File: src/rtl/busmx_pkg.sv
// Package: shared encodings for the bus matrix.
// Assumes: size codes 00 byte, 01 halfword, 10 word; 11 unused.
package busmx_pkg;
    typedef enum logic [1:0] {
        TGT_EXT = 2'd0,
        TGT_PRV = 2'd1,
        TGT_IO  = 2'd2,
        TGT_ERR = 2'd3
    } tgt_e;

    localparam logic [1:0] SZ_BYTE = 2'b00;
    localparam logic [1:0] SZ_HALF = 2'b01;
    localparam logic [1:0] SZ_WORD = 2'b10;
endpackage

File: src/rtl/busmx_arbiter.sv
// Fixed-priority arbiter with transfer lock.
// Lower index wins a contested cycle. Once a master is granted and its
// transfer has not completed, the grant stays with it.
// Assumes: a granted master holds req until done.
module busmx_arbiter #(
    parameter int NM = 2
) (
    input  logic          clk,
    input  logic          rst_n,
    input  logic [NM-1:0] req,
    input  logic          done,
    output logic [NM-1:0] gnt
);
    logic [NM-1:0] lock_q;
    logic [NM-1:0] prio;

    // Pick the lowest-index requester.
    always_comb begin
        prio = '0;
        for (int i = 0; i < NM; i++) begin
            if (req[i] && (prio == '0)) prio[i] = 1'b1;
        end
    end

    // A locked owner keeps the bus; otherwise priority decides.
    always_comb begin
        if (!rst_n)          gnt = '0;
        else if (|lock_q)    gnt = lock_q & req;
        else                 gnt = prio;
    end

    // Remember an owner whose transfer did not finish this cycle.
    always_ff @(posedge clk) begin
        if (!rst_n)    lock_q <= '0;
        else if (done) lock_q <= '0;
        else           lock_q <= gnt;
    end

    AST_ONE_GRANT: assert property (@(posedge clk) disable iff (!rst_n)
        $onehot0(gnt));
    AST_LOW_WINS: assert property (@(posedge clk) disable iff (!rst_n)
        (lock_q == '0 && req[0]) |-> gnt[0]);
    AST_STALL_KEEPS: assert property (@(posedge clk) disable iff (!rst_n)
        ((|gnt) && !done) |=> ((gnt & req) == ($past(gnt) & req)));
endmodule

File: src/rtl/busmx_decode.sv
// Address decoder: classifies one request into a target.
// The private window takes precedence over the I/O redirect. The redirect
// applies only to data accesses and only when IO_EN is set.
// Assumes: size is a legal code (00/01/10).
module busmx_decode
    import busmx_pkg::*;
#(
    parameter int          AW       = 32,
    parameter logic [AW-1:0] PRV_BASE = 32'hE000_0000,
    parameter logic [AW-1:0] PRV_MASK = 32'hF000_0000,
    parameter bit          IO_EN    = 1'b1,
    parameter logic [AW-1:0] IO_BASE  = 32'h5000_0000,
    parameter logic [AW-1:0] IO_MASK  = 32'hF000_0000
) (
    input  logic [AW-1:0] addr,
    input  logic [1:0]    size,
    input  logic          is_data,
    output tgt_e          tgt
);
    logic in_prv;
    logic io_hit;

    assign in_prv = ((addr & PRV_MASK) == PRV_BASE);

    generate
        if (IO_EN) begin : g_io
            assign io_hit = is_data && ((addr & IO_MASK) == IO_BASE);
        end else begin : g_no_io
            assign io_hit = 1'b0;
        end
    endgenerate

    // Choose the target: private (word only), I/O redirect, else external.
    always_comb begin
        if (in_prv)      tgt = (size == SZ_WORD) ? TGT_PRV : TGT_ERR;
        else if (io_hit) tgt = TGT_IO;
        else             tgt = TGT_EXT;
    end
endmodule

File: src/rtl/busmx_matrix.sv
// Two-master bus matrix: the processor (index 0) and the debug port (index 1)
// share three targets. The selected request is forwarded combinationally;
// responses return in the cycle the target completes.
// Assumes: masters hold request fields until done; private and I/O
// targets are zero-wait; the external port signals completion on ext_ready.
module busmx_matrix
    import busmx_pkg::*;
#(
    parameter int            AW       = 32,
    parameter int            DW       = 32,
    parameter logic [AW-1:0] PRV_BASE = 32'hE000_0000,
    parameter logic [AW-1:0] PRV_MASK = 32'hF000_0000,
    parameter bit            IO_EN    = 1'b1,
    parameter logic [AW-1:0] IO_BASE  = 32'h5000_0000,
    parameter logic [AW-1:0] IO_MASK  = 32'hF000_0000
) (
    input  logic          clk,
    input  logic          rst_n,
    input  logic          cpu_req,
    input  logic [AW-1:0] cpu_addr,
    input  logic [1:0]    cpu_size,
    input  logic          cpu_write,
    input  logic          cpu_data,
    input  logic [DW-1:0] cpu_wdata,
    output logic          cpu_gnt,
    output logic          cpu_done,
    output logic          cpu_err,
    output logic [DW-1:0] cpu_rdata,
    input  logic          dbg_req,
    input  logic [AW-1:0] dbg_addr,
    input  logic [1:0]    dbg_size,
    input  logic          dbg_write,
    input  logic [DW-1:0] dbg_wdata,
    output logic          dbg_gnt,
    output logic          dbg_done,
    output logic          dbg_err,
    output logic [DW-1:0] dbg_rdata,
    output logic          ext_valid,
    output logic [AW-1:0] ext_addr,
    output logic [1:0]    ext_size,
    output logic          ext_write,
    output logic          ext_fetch,
    output logic [DW-1:0] ext_wdata,
    input  logic          ext_ready,
    input  logic          ext_err,
    input  logic [DW-1:0] ext_rdata,
    output logic          prv_valid,
    output logic [AW-1:0] prv_addr,
    output logic          prv_write,
    output logic [DW-1:0] prv_wdata,
    input  logic [DW-1:0] prv_rdata,
    output logic          io_valid,
    output logic [AW-1:0] io_addr,
    output logic [1:0]    io_size,
    output logic          io_write,
    output logic [DW-1:0] io_wdata,
    input  logic [DW-1:0] io_rdata
);
    localparam int NM    = 2;
    localparam int M_CPU = 0;
    localparam int M_DBG = 1;

    logic [NM-1:0] req;
    logic [NM-1:0] gnt;
    logic          any_gnt;
    logic [AW-1:0] act_addr;
    logic [1:0]    act_size;
    logic          act_write;
    logic          act_data;
    logic [DW-1:0] act_wdata;
    logic [DW-1:0] act_rdata;
    logic          act_done;
    logic          act_err;
    tgt_e          tgt;

    assign req = {dbg_req, cpu_req};

    busmx_arbiter #(.NM(NM)) u_arb (
        .clk   (clk),
        .rst_n (rst_n),
        .req   (req),
        .done  (act_done),
        .gnt   (gnt)
    );

    assign any_gnt = |gnt;
    assign cpu_gnt = gnt[M_CPU];
    assign dbg_gnt = gnt[M_DBG];

    // Select the granted master's request fields.
    always_comb begin
        if (gnt[M_CPU]) begin
            act_addr  = cpu_addr;
            act_size  = cpu_size;
            act_write = cpu_write;
            act_data  = cpu_data;
            act_wdata = cpu_wdata;
        end else begin
            act_addr  = dbg_addr;
            act_size  = dbg_size;
            act_write = dbg_write;
            act_data  = 1'b1;
            act_wdata = dbg_wdata;
        end
    end

    busmx_decode #(
        .AW       (AW),
        .PRV_BASE (PRV_BASE),
        .PRV_MASK (PRV_MASK),
        .IO_EN    (IO_EN),
        .IO_BASE  (IO_BASE),
        .IO_MASK  (IO_MASK)
    ) u_dec (
        .addr    (act_addr),
        .size    (act_size),
        .is_data (act_data),
        .tgt     (tgt)
    );

    // Forward the request to exactly one target.
    always_comb begin
        ext_valid = any_gnt && (tgt == TGT_EXT);
        prv_valid = any_gnt && (tgt == TGT_PRV);
        io_valid  = any_gnt && (tgt == TGT_IO);
        ext_addr  = act_addr;
        ext_size  = act_size;
        ext_write = act_write;
        ext_fetch = !act_data;
        ext_wdata = act_wdata;
        prv_addr  = act_addr;
        prv_write = act_write;
        prv_wdata = act_wdata;
        io_addr   = act_addr;
        io_size   = act_size;
        io_write  = act_write;
        io_wdata  = act_wdata;
    end

    // Build the completion, error and read data of the selected target.
    always_comb begin
        act_done  = any_gnt && ((tgt == TGT_EXT) ? ext_ready : 1'b1);
        act_err   = any_gnt && ((tgt == TGT_ERR) ||
                                ((tgt == TGT_EXT) && ext_ready && ext_err));
        unique case (tgt)
            TGT_EXT: act_rdata = ext_rdata;
            TGT_PRV: act_rdata = prv_rdata;
            TGT_IO:  act_rdata = io_rdata;
            default: act_rdata = '0;
        endcase
    end

    // Return the response to the granted master only.
    always_comb begin
        cpu_done  = gnt[M_CPU] && act_done;
        cpu_err   = gnt[M_CPU] && act_err;
        cpu_rdata = gnt[M_CPU] ? act_rdata : '0;
        dbg_done  = gnt[M_DBG] && act_done;
        dbg_err   = gnt[M_DBG] && act_err;
        dbg_rdata = gnt[M_DBG] ? act_rdata : '0;
    end

    AST_PRV_NEVER_EXT: assert property (@(posedge clk) disable iff (!rst_n)
        ext_valid |-> ((ext_addr & PRV_MASK) != PRV_BASE));
    AST_ONE_TARGET: assert property (@(posedge clk) disable iff (!rst_n)
        $onehot0({ext_valid, prv_valid, io_valid}));
    AST_ERR_NO_SIDE: assert property (@(posedge clk) disable iff (!rst_n)
        (cpu_err || dbg_err) |-> (!prv_valid && !io_valid));
    AST_FETCH_NOT_IO: assert property (@(posedge clk) disable iff (!rst_n)
        (cpu_gnt && !cpu_data) |-> !io_valid);
    AST_DBG_HELD: assert property (@(posedge clk) disable iff (!rst_n)
        (dbg_req && !dbg_done) |=> (dbg_req && $stable(dbg_addr)));
    AST_DONE_ONE: assert property (@(posedge clk) disable iff (!rst_n)
        !(cpu_done && dbg_done));
    AST_RESET_QUIET: assert property (@(posedge clk)
        !rst_n |-> !(cpu_gnt || dbg_gnt || ext_valid || prv_valid || io_valid));
endmodule

File: config.mk
export PLATFORM = sky130hd
export DESIGN_NAME = busmx_matrix
export DESIGN_NICKNAME = d
export VERILOG_FILES = /design/src/rtl/busmx_pkg.sv /design/src/rtl/busmx_arbiter.sv /design/src/rtl/busmx_decode.sv /design/src/rtl/busmx_matrix.sv
export SDC_FILE = /design/constraint.sdc
export NUM_CORES = 1
export LEC_CHECK = 0
export ABC_AREA = 1
export BUFFER_PORTS_ARGS = -buffer_cell sky130_fd_sc_hd__buf_2
export CAP_MARGIN = 20
export CORE_AREA = 3 3 195 197
export DETAILED_ROUTE_END_ITERATION = 12
export DIE_AREA = 0 0 198 200
export PLACE_DENSITY = 0.39
export RECOVER_POWER = 50
export SYNTH_ARGS = -nofsm -noshare
export SYNTH_HDL_FRONTEND = slang
export SYNTH_HIERARCHICAL = 1
export SYNTH_SLANG_ARGS = --single-unit
File: constraint.sdc
create_clock -name clk -period 3.1 [get_ports clk]
set_input_delay 0.31 -clock clk [delete_from_list [all_inputs] [get_ports clk]]
set_output_delay 0.31 -clock clk [all_outputs]
set_load 0.02 [all_outputs]
==> impl_metrics.py, run 1 <==
metrics = {
    "sta": {
        "fin_crit_sh": 0.954,
        "finClkSkew_ns": 0.00192,
        "setup_viol": 0,
        "max_freq_ghz": 0.338,
        "hold_viol_final": 0,
        "setup_tns_ns": 0,
        "worst_pin_slew_ns": 0.656,
        "fin_crit_ns": 2.96,
        "relSlewSlack": 0.563,
        "maxSlewViolCount": 0,
    },
    "place": {
        "dpl_cell_area_um2": 5560,
        "routabilityCongestion": 0.823,
        "post-dp-hpwl_um": 19400,
        "placed_cells": 1513,
        "numPortBuffers": 509,
    },
    "flow_run": {
        "drv_cap": 0,
    },
    "pwr": {
        "swShare": 0.569,
        "leakage_nw": 4.23,
        "pwr-share-clk": 0.124,
        "pwr-share-comb": 0.858,
        "peakVddDrop_v": 0.000112,
        "power_density_nw_per_um2": 252,
        "seqPwrFrac": 0.018,
        "internal_power_uw": 667,
        "power_switching_uw": 879,
    },
    "detailed_routing": {
        "via_count": 5474,
        "ant_nets": 0,
        "drtPass1Iterations": 4,
        "via_per_inst": 3.56,
        "drtIter0Drc": 160,
        "drc": 0,
        "dr.max_layer_used": "met5",
        "routedWlPerCell_um": 15.3,
        "met2_length_um": 12200,
        "wl_met3_um": 1740,
        "wirelength_um": 23400,
        "wl_met1_um": 9020,
    },
    "outcome": {
        "status": "completed",
    },
    "layout": {
        "utilization": 0.169,
        "regMostFlops": "u_arb/lock_q",
        "nets": 1307,
        "drive_above_1_share": 0.558,
        "largest_reg_flops": 2,
        "antenna_cells": 0,
        "reg_top3": "u_arb/lock_q x2",
        "syn2layout_area_growth_pct": 84.2,
        "design_area_um2": 6140,
        "stdcell_count": 1536,
    },
    "setup_path": {
        "worstReg2RegStart": "u_arb/lock_q[1]$_SDFF_PP0_",
        "timing_worst_setup_path_type": "flip-flop to output port",
        "r2r-end": "u_arb/lock_q[0]$_SDFF_PP0_",
        "arrival_ns": 2.65,
        "cp-start-kind": "flip-flop",
        "ff2ff_path_depth": 18,
        "cp_max_fo": 7,
        "crit_required_ns": 2.79,
        "critPathCaptureType": "output port",
        "rrSetupSlack_ns": 0.61,
    },
    "logic_synthesis": {
        "yosysUniqueCellTypes": 19,
        "syn-cell-area_um2": 3330,
        "syn_inst": 681,
        "postSynthAreaPerCell_um2": 4.89,
        "syn_nets": 918,
        "yosysWarnings": 6,
        "ys_ff_latch": 2,
        "seq_area_frac_synth": 0.0120,
    },
    "clock_tree": {
        "cts_sinks": 2,
        "clk_latency_ns": 0.22,
        "holdBufCountCts": 0,
        "cts_tree": "yes",
        "cts_root_buf": "clkbuf_16",
        "numCtsBuffers": 3,
        "clk_pin_slew_ns": 0.03,
        "cts.htree.levels": 1,
        "cts_buffer_depth": 2,
    },
    "floorplan": {
        "core-area_um2": 36400,
        "start_util": 0.0915,
        "die_x_um": 198,
        "die-area_um2": 39600,
        "ios": 510,
        "fp.dieH_um": 200,
        "num_rows": 70,
    },
    "min_path": {
        "holdPathStages": 4,
        "min_to": "u_arb/lock_q[1]$_SDFF_PP0_",
        "hp-class": "input pin to flip-flop",
        "hold_start": "cpu_req",
    },
    "global_routing": {
        "overflow": 0,
        "grt_util_all_layers": 0.0964,
        "grt_pass1_vias": 4887,
        "antenna_found_initial": 1,
        "grt_pass1_wl_um": 29300,
        "grt_max_degree": 59,
    },
}
==> power groups by stage <==
stage	logic [mW]	clock network, mW	registers, mW
2_1_floorplan	0.873	0	0.0282
3_3_place_gp	1.26	0	0.0283
3_5_place_dp	1.25	0	0.0283
4_1_cts	1.26	0.197	0.0280
5_1_grt	1.43	0.200	0.0281
6_report	1.33	0.191	0.0280
==> cells in the final DEF (no fill, tap or decap), drive strengths merged <==
| master | count |
|---|---|
| buf | 549 |
| nand3 | 99 |
| nor3 | 4 |
| clkinv | 1 |
| inv | 81 |
| clkbuf | 9 |
| nand2 | 307 |
| or2 | 1 |
| dfxtp | 2 |
| o21ai | 2 |
| a21oi | 5 |
| nor2 | 8 |
==> what timing repair did <==
action	in CTS	in global routing
pin swaps	1	7
setup buffers	0	13
setup endpoints to repair	66	66
gates cloned	0	7
gates resized for setup	7	66
endpoints found under the hold margin	0	0
==> cells in the mapped netlist, drive strengths merged <==
cell type,n,share of area
inv,82,0.093
nand3,99,0.15
clkbuf,9,0.010
or2,1,0.0019
buf,163,0.36
nand2,307,0.35
a21oi,5,0.0075
dfxtp,2,0.012
nor3,4,0.0060
nor2,7,0.014
o21ai,2,0.0030
==> how the worst max path moves through the flow <==
stage | slack, ns | endpoint | start
2_1_floorplan | 0.07 | io_valid | u_arb/lock_q[1]$_SDFF_PP0_
3_3_place_gp | -0.04 | cpu_rdata[1] | cpu_req
3_5_place_dp | -0.06 | dbg_rdata[1] | cpu_req
4_1_cts | 0.01 | dbg_rdata[27] | u_arb/lock_q[1]$_SDFF_PP0_
5_1_grt | -0.03 | cpu_rdata[4] | u_arb/lock_q[1]$_SDFF_PP0_
6_report | 0.14 | cpu_rdata[6] | u_arb/lock_q[1]$_SDFF_PP0_
==> final cells by class <==
class                      count  area [um^2]
clock buffer                   3         75.1
fill                        4334        30300
inverter                      82          323
multi-input combinational    426         1920
sequential                     2         40.0
tap                          468          586
timing repair buffer         555         3200
==> logic make-up (layout without fill, tap and decap cells) <==
group / Yosys count / in the layout / share of synthesized area
DFF: 2 / 2 / 0.0120
AOI/OAI and AO/OA: 7 / 7 / 0.0105
buffers and inverters: 254 / 640 / 0.460
and+or+nand+nor: 418 / 419 / 0.517
==> metal layers <==
metal / global-route usage / vias to the layer above
met2: 0.186 / 320
met3: 0.0123 / 25
met1: 0.112 / 2434
met4: 0.0249 / 2
met5: 0 / -
li1: - / 2693
==> worst max-delay path: stages (launching register included) <==
cell	delay [ns]
dfxtp_1	0.28
inv_1	0.05
o21ai_0	0.07
buf_4	0.15
nor2_4	0.18
clkinv_4	0.11
buf_12	0.14
nand2_2	0.07
nand2_4	0.08
nand2_4	0.09
inv_1	0.05
nand3_2	0.08
nand2_4	0.06
buf_12	0.14
nor2_8	0.25
buf_12	0.15
nand2_1	0.05
nand3_1	0.10
nand2_1	0.06
inv_1	0.08
buf_2	0.16
==> per-stage QoR <==
| stage | total power [mW] | setup WS [ns] | hold slack, ns |
|---|---|---|---|
| final | 1.55 | 0.144 | 0.416 |
| after global routing | 1.66 | -0.0331 | 0.468 |
| after CTS | 1.48 | 0.0122 | 0.422 |
| after detailed placement | 1.28 | -0.0581 | 0.562 |
| after global placement | 1.28 | -0.0393 | 0.569 |
| after floorplan | 0.901 | 0.0735 | 0.478 |
Power figures use the tool's default switching activity.
==> run 2, diff against run 1 <==
clock period = 3.3 ns   (was 3.1 ns; I/O delays follow)
==> run 2 against run 1 <==
Die area unchanged. Clock skew is 0.0015 ns lower. Clock power fell by 5%. Design area is 11% lower. Non-clock buffer count decreased by 23. Sequential power shrank 5%. Utilization shrank 1.9 points. Combinational power decreased by 17%. Register-to-register slack better by 0.19 ns. Setup slack gained 0.16 ns. First-iteration DRC count decreased by 3.1%. Power fell by 14%. Largest cell class unchanged.
==> impl_metrics.py, run 2 (synthesis gave the netlist of run 1 again) <==
metrics = {
    "outcome": {
        "status": "completed",
    },
    "sta": {
        "fin_crit_sh": 0.909,
        "setup_viol": 0,
        "rsz0062_at_grt": "false",
        "maxSlewViolCount": 0,
        "max_freq_ghz": 0.333,
        "setup_tns_ns": 0,
        "worst_pin_slew_ns": 1.01,
        "relSlewSlack": 0.328,
        "hold_viol_final": 0,
        "fin_crit_ns": 3.00,
        "finClkSkew_ns": 0.000452,
    },
    "layout": {
        "drive_above_1_share": 0.404,
        "layout_commonest_cell": "buf_2",
        "nFillCells": 4434,
        "largest_reg_flops": 2,
        "stdcell_count": 1514,
        "utilization": 0.149,
        "nets": 1284,
        "reg_top3": "u_arb/lock_q x2",
        "syn2layout_area_growth_pct": 63.1,
        "regMostFlops": "u_arb/lock_q",
        "mostFrequentLayoutCells": "buf_2, nand2_1, clkbuf_1",
    },
    "pwr": {
        "power_density_nw_per_um2": 243,
        "leakage_nw": 3.63,
        "seqPwrFrac": 0.020,
        "peakVddDrop_v": 0.0000874,
        "power.total_mw": 1.32,
        "power_switching_uw": 801,
        "internal_power_uw": 522,
        "pwr-share-clk": 0.137,
        "swShare": 0.605,
        "pwr-share-comb": 0.843,
    },
    "detailed_routing": {
        "ant_nets": 0,
        "drtIter0Drc": 155,
        "routedWlPerCell_um": 15.1,
        "via_per_inst": 3.53,
        "wirelength_um": 22800,
        "drtPass1Iterations": 5,
        "via_count": 5348,
        "drc": 0,
    },
    "setup_path": {
        "crit_required_ns": 2.97,
        "ff2ff_path_depth": 15,
        "cp_slowest_cell": "dfxtp_1",
        "worstReg2RegStart": "u_arb/lock_q[1]$_SDFF_PP0_",
        "cpLargestDelayFamily": "simple AND/OR/NAND/NOR gates",
        "r2r-end": "u_arb/lock_q[0]$_SDFF_PP0_",
        "cp_max_fo": 33,
        "timing_worst_setup_path_type": "flip-flop to output port",
        "worstSetupPathDepth": 16,
        "cp-start-kind": "flip-flop",
        "rrSetupSlack_ns": 0.80,
        "cp.buffers_inverters": 7,
        "crit_end": "cpu_rdata[1]",
        "critPathLaunch": "u_arb/lock_q[1]$_SDFF_PP0_",
        "path_cells": "inv_1 -> o21ai_2 -> nor2_4 -> inv_2 -> buf_4 -> nand2_1 -> nand2_2 -> nand2_1 -> nor3_4 -> clkbuf_16 -> inv_6 -> nand3_1 -> nand3_1 -> nand2_1 -> inv_1 -> buf_2",
        "critPathCaptureType": "output port",
        "max_stage_delay_ns": 0.29,
        "crit_top_cell": "nand2_1",
        "arrival_ns": 2.67,
    },
    "global_routing": {
        "grt_pass1_wl_um": 30500,
        "grt_util_all_layers": 0.101,
        "overflow": 0,
        "grt_max_degree": 50,
        "antenna_found_initial": 0,
        "grt_pass1_vias": 4965,
    },
    "place": {
        "placed_cells": 1507,
        "post-dp-hpwl_um": 19600,
        "routabilityCongestion": 0.804,
        "numPortBuffers": 509,
    },
    "clock_tree": {
        "clk_latency_ns": 0.22,
        "cts.htree.levels": 1,
        "clk_pin_slew_ns": 0.03,
        "numCtsBuffers": 3,
        "cts_sinks": 2,
        "cts_root_buf": "clkbuf_16",
        "holdBufCountCts": 0,
        "cts_tree": "yes",
        "cts_buffer_depth": 2,
    },
    "min_path": {
        "hp-class": "input pin to flip-flop",
    },
    "floorplan": {
        "ios": 510,
        "die-area_um2": 39600,
        "fp.dieH_um": 200,
        "die_x_um": 198,
        "start_util": 0.0915,
        "num_rows": 70,
        "core-area_um2": 36400,
    },
    "flow_run": {
        "drv_cap": 0,
    },
}
run 2: cell count changes in the layout (fill, tap and decap cells not counted), sizes merged:
cell / delta
diode: +1
clkbuf: +122
clkinv: -1
inv: +1
buf: -145
run 2: power groups by stage:
stage	clock (mW)	combinational, mW	sequential [mW]
after global routing	0.190	1.22	0.0266
after CTS	0.185	1.17	0.0264
after detailed placement	0	1.16	0.0266
final	0.182	1.11	0.0265
after global placement	0	1.16	0.0265
after floorplan	0	0.820	0.0265
run 2: layout make-up:
type	instances	area [um^2]	area share
inverters	82	313	0.0576
well taps	468	586	0.108
diodes	1	2.50	0.000460
multi-input cells	426	1800	0.332
flip-flops and latches	2	40.0	0.00737
clock buffers	3	75.1	0.0138
repair buffers	532	2620	0.481
run 2: per-layer routing:
metal	vias up	GRT usage	part of all wire
met5	-	0	0
met3	29	0.0151	0.078
li1	2646	-	-
met4	0	0.0349	0.031
met2	334	0.195	0.52
met1	2339	0.112	0.37
run 2: worst min-delay path by stage:
stage | from | end | slack, ns | depth (start not counted)
after detailed placement | u_arb/lock_q[0]$_SDFF_PP0_ | u_arb/lock_q[1]$_SDFF_PP0_ | 0.56 | 3
after global placement | u_arb/lock_q[0]$_SDFF_PP0_ | u_arb/lock_q[1]$_SDFF_PP0_ | 0.55 | 3
final | cpu_req | u_arb/lock_q[0]$_SDFF_PP0_ | 0.41 | 3
after global routing | cpu_req | u_arb/lock_q[0]$_SDFF_PP0_ | 0.41 | 3
after CTS | cpu_req | u_arb/lock_q[1]$_SDFF_PP0_ | 0.44 | 4
after floorplan | cpu_req | u_arb/lock_q[0]$_SDFF_PP0_ | 0.50 | 2
run 2: worst register-to-register path, delay by kind of cell, from the launching register on:
family | cells | cell delay (ns)
compound gates | 2 | 0.40
buf+inv | 5 | 0.72
flops | 1 | 0.29
simple gates | 8 | 0.99
run 2: stage by stage:
| step | worst slack, ns | cell area [um^2] | hold slack [ns] |
|---|---|---|---|
| detailed placement | -0.0437 | 5460 | 0.558 |
| global route | 0.0335 | 5430 | 0.409 |
| CTS | 0.0993 | 5560 | 0.442 |
| global placement | -0.0216 | 5460 | 0.554 |
| finish | 0.299 | 5440 | 0.411 |
| floorplan | 0.246 | 3330 | 0.498 |
run 2: timing repair:
action | in CTS | in global routing
buffers inserted | 0 | 1
pin swaps | 1 | 2
cloned | 1 | 1
setup endpoints to repair | 68 | 15
resized for setup | 5 | 4
==> run 3, diff against run 2 <==
CORE_AREA = 3 3 199 201   (was 3 3 195 197)
DIE_AREA = 0 0 202 204   (was 0 0 198 200)
clock period = 2.6 ns   (was 3.3 ns; I/O delays follow)
==> run 3 against run 2 <==
Clock skew about the same. Count of clock-buffer cells in the layout unchanged. Global-route usage barely moved. Sequential cell count is the same. Highest routed layer unchanged. The flow now finishes with violations (negative setup slack).
==> impl_metrics.py, run 3 (synthesis gave the netlist of run 1 again) <==
metrics = {
    "outcome": {
        "status": "finished with violations",
        "violations": "negative setup slack",
    },
    "layout": {
        "drive_above_1_share": 0.633,
        "regMostFlops": "u_arb/lock_q",
        "multi_input_area_um2": 2260,
        "antenna_cells": 0,
        "layout_commonest_cell": "buf_2",
        "mostFrequentLayoutCells": "buf_2, nand2_1, buf_6",
        "nFillCells": 4394,
        "nets": 1326,
        "largest_reg_flops": 2,
        "syn2layout_area_growth_pct": 110,
        "register_area_um2": 42.5,
        "reg_top3": "u_arb/lock_q x2",
    },
    "sta": {
        "fin_crit_ns": 2.71,
        "setup_viol": 53,
        "fin_crit_sh": 1.04,
        "rsz0062_at_grt": "true",
        "maxSlewViolCount": 0,
        "finClkSkew_ns": 0.000228,
        "max_freq_ghz": 0.369,
        "worst_pin_slew_ns": 0.505,
        "worst_slack_ns": -0.109,
        "relSlewSlack": 0.663,
        "hold_viol_final": 0,
        "holdWs_ns": 0.323,
    },
    "pwr": {
        "peakVddDrop_v": 0.000122,
        "power_density_nw_per_um2": 287,
        "leakage_nw": 4.35,
    },
    "clock_tree": {
        "cts_tree": "yes",
        "cts.htree.levels": 1,
        "cts_sinks": 2,
        "holdBufCountCts": 0,
        "numCtsBuffers": 3,
        "clk_latency_ns": 0.22,
        "cts_root_buf": "clkbuf_16",
        "cts_buffer_depth": 2,
        "clk_pin_slew_ns": 0.03,
    },
    "detailed_routing": {
        "routedWlPerCell_um": 14.7,
        "drtIter0Drc": 199,
        "drtPass1Iterations": 5,
        "wl_met3_um": 1510,
        "via_count": 5678,
        "wl_met1_um": 8800,
        "met2_length_um": 12400,
        "wirelength_um": 23500,
        "drc": 0,
        "via_per_inst": 3.55,
        "dr.max_layer_used": "met4",
        "ant_nets": 0,
    },
    "min_path": {
        "holdPathStages": 3,
        "hp-class": "input pin to flip-flop",
        "min_to": "u_arb/lock_q[0]$_SDFF_PP0_",
        "hold_start": "cpu_req",
    },
    "global_routing": {
        "grt_max_degree": 43,
        "grt_pass1_vias": 5504,
        "overflow": 0,
        "grt_pass1_wl_um": 32600,
        "antenna_found_initial": 0,
        "grt_util_all_layers": 0.101,
    },
    "place": {
        "pre_cts_ws_ns": -0.316,
        "routabilityCongestion": 0.838,
        "numPortBuffers": 509,
        "post-dp-hpwl_um": 19700,
    },
    "setup_path": {
        "crit_top_cell": "buf_6",
        "critPathCaptureType": "output port",
        "crit_required_ns": 2.34,
        "cpLargestDelayFamily": "buffers and inverters",
        "cp-start-kind": "flip-flop",
        "max_stage_delay_ns": 0.30,
        "worstSetupPathDepth": 18,
        "timing_worst_setup_path_type": "flip-flop to output port",
        "arrival_ns": 2.45,
        "worstReg2RegStart": "u_arb/lock_q[1]$_SDFF_PP0_",
        "cp_max_fo": 6,
        "cp.buffers_inverters": 10,
        "r2r-end": "u_arb/lock_q[0]$_SDFF_PP0_",
        "ff2ff_path_depth": 16,
        "rrSetupSlack_ns": 0.35,
        "path_cells": "inv_2 -> o21ai_4 -> nor2_4 -> buf_8 -> nand2_2 -> nand2_2 -> inv_2 -> buf_6 -> nor3_4 -> buf_6 -> buf_6 -> buf_16 -> buf_6 -> nand3_1 -> nand3_4 -> nand2_4 -> inv_2 -> buf_6",
        "cp_slowest_cell": "dfxtp_2",
    },
    "flow_run": {
        "drv_cap": 0,
    },
    "floorplan": {
        "fp.dieH_um": 204,
        "ios": 510,
        "die_x_um": 202,
        "num_rows": 71,
        "start_util": 0.0883,
        "core-area_um2": 37800,
        "die-area_um2": 41200,
    },
}
run 3: changes by cell type in the layout (fill, tap and decap cells not counted), sizes merged:
| cell | delta |
|---|---|
| diode | -1 |
| buf | +149 |
| clkbuf | -106 |
| nor2 | -1 |
run 3: layout make-up:
class | count | area share
clock buffers | 3 | 0.0107
inverters | 82 | 0.0462
well taps | 511 | 0.0915
repair buffers | 575 | 0.522
multi-input cells | 425 | 0.324
flip-flops and latches | 2 | 0.00609
run 3: routing by layer:
layer,vias up,GRT usage
met3,39,0.0100
met2,342,0.194
met1,2571,0.116
li1,2726,-
met4,0,0.0349
met5,-,0
run 3: worst max-delay path by stage:
stage          slack, ns                  startpoint             to
6_report           -0.11  u_arb/lock_q[1]$_SDFF_PP0_  cpu_rdata[12]
5_1_grt            -0.28  u_arb/lock_q[1]$_SDFF_PP0_  dbg_rdata[12]
4_1_cts            -0.20  u_arb/lock_q[1]$_SDFF_PP0_    ext_size[0]
3_5_place_dp       -0.32  u_arb/lock_q[1]$_SDFF_PP0_  cpu_rdata[31]
3_3_place_gp       -0.31  u_arb/lock_q[1]$_SDFF_PP0_  cpu_rdata[31]
2_1_floorplan      0.006  u_arb/lock_q[1]$_SDFF_PP0_        cpu_err
run 3: tightest hold or removal path, cell delays in order:
cell and delay, ns:
buf_2 0.12, o21ai_4 0.07, nor2_1 0.05
run 3: what timing repair did:
item,4_1_cts,5_1_grt
gates resized for setup,199,113
pin swaps,18,25
endpoints found under the setup margin,70,73
setup buffers,33,3
gates cloned,3,0
run 3: report_power, final:
group	total (mW)	leakage [nW]	internal (mW)	switching, mW
Clock	0.230	0.0370	0.196	0.0343
Combinational	1.74	4.29	0.659	1.08
Sequential	0.0347	0.0172	0.0333	0.00142
Total	2.01	4.35	0.888	1.12
run 3: metrics by stage:
| stage | cell area (um^2) | util | TNS, ns | power (mW) | std cells |
|---|---|---|---|---|---|
| finish | 6990 | 0.185 | -2.21 | 2.01 | 1598 |
| global route | 6990 | 0.185 | -13.16 | 2.13 | 1598 |
| CTS | 6750 | 0.179 | -6.93 | 1.98 | 1600 |
| detailed placement | 5680 | 0.151 | -12.92 | 1.53 | 1564 |
| global placement | 5680 | 0.151 | -13.73 | 1.55 | 1564 |
| floorplan | 3370 | - | 0 | 1.08 | 681 |
